### config.mk
export PLATFORM = sky130hd
export DESIGN_NAME = nvsram_ce_guard
export DESIGN_NICKNAME = d
export VERILOG_FILES = /design/src/rtl/nvsram_ce_guard.sv
export SDC_FILE = /design/constraint.sdc
export NUM_CORES = 1
export LEC_CHECK = 0
export BUFFER_PORTS_ARGS = -buffer_cell sky130_fd_sc_hd__buf_2
export CAP_MARGIN = 5
export CORE_AREA = 4 4 68 70
export CTS_CLUSTER_SIZE = 10
export DETAILED_ROUTE_END_ITERATION = 10
export DIE_AREA = 0 0 72 74
export PLACE_DENSITY = 0.8
export RECOVER_POWER = 100
export SYNTH_ARGS = -nofsm -noshare
export SYNTH_HDL_FRONTEND = slang
export SYNTH_SLANG_ARGS = --single-unit
### constraint.sdc
create_clock -name clk -period 5.3 [get_ports clk]
set_input_delay 0.795 -clock clk [delete_from_list [all_inputs] [get_ports clk]]
set_output_delay 0.795 -clock clk [all_outputs]
set_load 0.01 [all_outputs]
### src/rtl/nvsram_ce_guard.sv
`timescale 1ns/1ps
module nvsram_ce_guard #(
  parameter int CLK_HZ      = 100_000_000,
  parameter int WPT_NS      = 1500,
  parameter int RECOVER_US  = 120_000,
  parameter int ISO_QUAL_NS = 700
)(
  input  logic       clk,
  input  logic       rst_n,
  input  logic       host_ce_n,
  input  logic       pwr_ok,
  input  logic       above_swo,
  input  logic       tol_sel,
  input  logic       cell1_ok,
  input  logic       ce_mid,
  input  logic       ce_over,
  output logic       ram_ce_n,
  output logic       tol_mode,
  output logic [1:0] src_sel,
  output logic       isolated
);
  localparam int KHZ      = CLK_HZ / 1000;
  localparam int WPT_RAW  = (KHZ * WPT_NS) / 1_000_000;
  localparam int REC_RAW  = (CLK_HZ / 1_000_000) * RECOVER_US;
  localparam int QUAL_RAW = (KHZ * ISO_QUAL_NS) / 1_000_000;
  localparam int WPT_CYC  = (WPT_RAW  < 1) ? 1 : WPT_RAW;
  localparam int REC_CYC  = (REC_RAW  < 1) ? 1 : REC_RAW;
  localparam int QUAL_CYC = (QUAL_RAW < 1) ? 1 : QUAL_RAW;
  localparam int TMR_MAX  = (WPT_CYC > REC_CYC) ? WPT_CYC : REC_CYC;
  localparam int TW       = $clog2(TMR_MAX + 1);
  localparam int QW       = $clog2(QUAL_CYC + 1);

  typedef enum logic [2:0] {S_ISO, S_RECOV, S_RUN, S_DRAIN, S_PROT} st_t;

  st_t st, nxt;
  logic [TW-1:0] tmr;
  logic [QW-1:0] qcnt;
  logic armed, cancel;

  wire powered_down = (st == S_DRAIN) || (st == S_PROT);
  wire win          = !pwr_ok && above_swo && powered_down;
  wire iso_go       = !above_swo && armed && !cancel;

  always_comb begin
    nxt = st;
    case (st)
      S_ISO:   if (pwr_ok) nxt = S_RECOV;
      S_RECOV: if (!pwr_ok) nxt = S_PROT;
               else if (tmr == TW'(REC_CYC - 1)) nxt = S_RUN;
      S_RUN:   if (!pwr_ok) nxt = host_ce_n ? S_PROT : S_DRAIN;
      S_DRAIN: if (pwr_ok) nxt = S_RECOV;
               else if (iso_go) nxt = S_ISO;
               else if (host_ce_n || tmr == TW'(WPT_CYC - 1)) nxt = S_PROT;
      S_PROT:  if (pwr_ok) nxt = S_RECOV;
               else if (iso_go) nxt = S_ISO;
      default: nxt = S_ISO;
    endcase
  end

  always_ff @(posedge clk or negedge rst_n) begin
    if (!rst_n) begin
      st  <= S_ISO;
      tmr <= '0;
    end else begin
      st <= nxt;
      if (nxt != st) tmr <= '0;
      else if (st == S_RECOV || st == S_DRAIN) tmr <= tmr + TW'(1);
    end
  end

  always_ff @(posedge clk or negedge rst_n) begin
    if (!rst_n) begin
      qcnt   <= '0;
      armed  <= 1'b0;
      cancel <= 1'b0;
    end else if (pwr_ok || st == S_ISO) begin
      qcnt   <= '0;
      armed  <= 1'b0;
      cancel <= 1'b0;
    end else if (win) begin
      if (ce_over) cancel <= 1'b1;
      if (!ce_mid) qcnt <= '0;
      else if (qcnt == QW'(QUAL_CYC - 1)) armed <= 1'b1;
      else qcnt <= qcnt + QW'(1);
    end
  end

  assign ram_ce_n = (st == S_RUN || st == S_DRAIN) ? host_ce_n : 1'b1;
  assign isolated = (st == S_ISO);
  assign tol_mode = tol_sel;
  assign src_sel  = isolated  ? 2'b00 :
                    above_swo ? 2'b01 :
                    cell1_ok  ? 2'b10 : 2'b11;
endmodule


==> flow_metrics.env <==
export IMPL_clockBufferDepth=2
export IMPL_place_worst_setup_slack_ps=2790
export IMPL_clock_latency_ps=280
export IMPL_fin_skew_ps=3.69
export IMPL_max_freq_ghz=0.384
export IMPL_p_sw_mw=0.174
export IMPL_cts_resized=0
export IMPL_cts_root_buf="clkbuf_8"
export IMPL_finalSetupViolCount=0
export IMPL_final_hold_violation_count=0
export IMPL_hold_class="flip-flop to flip-flop"
export IMPL_hpwl_mm=3.07
export IMPL_antenna_found_initial=0
export IMPL_final_common_cell="dfrtp_1"
export IMPL_syn_inst=250
export IMPL_drtIter0Drc=124
export IMPL_dr_pass1_iters=4
export IMPL_overflow=0
export IMPL_hold_buffers=0
export IMPL_mostFrequentLayoutCells="dfrtp_1, nor3_1, xnor2_1"
export IMPL_ys_async_sr_fraction_pct=100
export IMPL_synth_area_um2=2330
export IMPL_p_per_area_nw_per_um2=254
export IMPL_synth_area_top_cells="dfrtp_1, xnor2_1, nor3_2, nor3_1, nor2_1"
export IMPL_grt_pass1_vias=1629
export IMPL_failed_checks="max-capacitance violations, max-slew violations"
export IMPL_gp_congestion=0.837
export IMPL_seq_area_frac_synth_pct=38.6
export IMPL_vdd_ir_drop_worst_mv=0.107
export IMPL_start_util_pct=58.8
export IMPL_tns_ps=0
export IMPL_grtUsageTotal_pct=18.9
export IMPL_avgSynthCellArea_um2=9.33
export IMPL_via_per_inst=5.98
export IMPL_grt_max_degree=37
export IMPL_synth_flop_cell="dfrtp_1"
export IMPL_port_buffers=11
export IMPL_cp_end_kind="flip-flop"
export IMPL_ys_seq_elements=36
export IMPL_setup_slack_ps=2690
export IMPL_cts_tree="built"
export IMPL_die_w_um=72
export IMPL_ios=14
export IMPL_worst_pin_slew_ps=1880
export IMPL_internal_power_mw=0.429
export IMPL_syn_nets=263
export IMPL_vias=1830
export IMPL_maxCapViolCount=1
export IMPL_path_max_fanout=15
export IMPL_synth_area_leader_cell="dfrtp_1"
export IMPL_path_class="flip-flop to flip-flop"
export IMPL_synth_edf_count=0
export IMPL_areaGrowthSynthToFinish_pct=1.77
export IMPL_share_comb_of_total_power_pct=16.4
export IMPL_cp_arrival_ps=2750
export IMPL_startpoint_type="flip-flop"
export IMPL_core_area_um2=3970
export IMPL_path_clk_slew_ps=70
export IMPL_grt_first_pass_wirelength_mm=7.73
export IMPL_drc=0
export IMPL_nets=268
export IMPL_seq_power_share_pct=51.0
export IMPL_cp_required_ps=5440
export IMPL_clkSinkCount=36
export IMPL_switching_share_pct=28.9
export IMPL_numCtsBuffers=5
export IMPL_rsz0062_at_grt="no"
export IMPL_cts_setup_buffers=0
export IMPL_ys_warn_count=0
export IMPL_maxSlewViolCount=37
export IMPL_rows=23
export IMPL_cts_htree_levels=2
export IMPL_min_period_over_period_pct=49.2
export IMPL_clock_power_share_pct=32.6
export IMPL_synth_top_cell_area_share_pct=38.6
export IMPL_dieArea_um2=5330
export IMPL_leakage_nw=0.885
export IMPL_status="finished, violations left"
export IMPL_die_y_um=74
export IMPL_min_period_ps=2610
export IMPL_wl_per_cell_um=14.7
export IMPL_drive_gt1_share_pct=10.5
export IMPL_routed_wl_mm=4.51
export IMPL_antenna_left=0
export IMPL_slew_headroom_pct=-25.0
export IMPL_synthDistinctLibCells=49
export IMPL_insertedDiodeCount=0
-- critical path, stage by stage, from the launching register on --
cell	delay, ps
dfrtp_1	590
nor2b_1	580
nand4_1	530
nor4_1	480
xnor2_1	200
nor3_2	60
-- per-stage QoR --
stage	power, mW	cell area [um2]	instances	hold WS [ps]	utilization, %
after floorplan	0.394	2330	250	476	-
after global routing	0.639	2370	306	564	59.8
after detailed placement	0.420	2370	298	518	59.6
after CTS	0.619	2460	306	549	61.9
final	0.604	2370	306	539	59.8
after global placement	0.418	2370	298	514	59.6
-- layout make-up --
class	count	area, um2
clock buffers	8	90.1
fillers	352	1600
inverters	11	41.3
multi-input cells	188	1220
flip-flops and latches	36	901
well taps	50	62.6
repair buffers	13	60.1
-- power groups by stage --
stage / sequential, mW / clock, mW / combinational [mW]
2_1_floorplan: 0.303 / 0 / 0.0908
3_3_place_gp: 0.312 / 0 / 0.106
3_5_place_dp: 0.313 / 0 / 0.107
4_1_cts: 0.308 / 0.204 / 0.107
5_1_grt: 0.310 / 0.219 / 0.110
6_report: 0.308 / 0.197 / 0.0993
-- logic make-up (layout without fill, tap and decap cells) --
group	after synthesis	in the layout	share of synthesized area, %
buffers and inverters	26	32	5.95
AO/OA/AOI/OAI	32	32	8.42
XOR/XNOR	23	23	8.63
flip-flops	36	36	38.6
AND/OR/NAND/NOR	129	129	36.2
adder cells (fa/ha/maj)	4	4	2.14
-- cell usage after synthesis (all sizes together), types with 2 or more instances --
cell,n
o21a,2
buf,9
a31oi,2
o21ai,8
xnor2,21
clkbuf,6
and3,2
nand2b,4
nand3b,3
or3,3
dfrtp,36
nand3,10
and4,2
nor4,14
ha,4
nor2,20
nand4,10
o22ai,2
nor2b,4
and2,4
inv,11
nor3,29
or2,2
nand2,12
nor3b,3
nor4b,3
xor2,2
nand4b,2
a21oi,13
-- registers in the layout (all words and copies together) (netlist names) --
signal,cells
armed,1
cancel,1
qcnt,7
st,3
tmr,24
-- metal layers --
layer  global-route usage [%]  share of wire [%]  vias to the layer above
li1                         -                  -                      905
met1                     25.3                 48                      882
met2                     28.8                 46                       39
met3                     5.27                3.8                        4
met4                     8.35                1.5                        0
met5                        0                  0                        -
-- path summary, 6_finish.rpt --
path	slack [ps]	start	to	depth (start not counted)
setup / recovery	2690	st[0]	tmr[20]	5
min in group asynchronous	1030	rst_n	tmr[10]	1
max in group asynchronous	3200	rst_n	tmr[1]	1
hold / removal	540	armed	armed	2
hold reg to reg	540	armed	armed	2
setup reg to reg	2690	st[0]	tmr[20]	5
(Power assumes the default switching activity.)
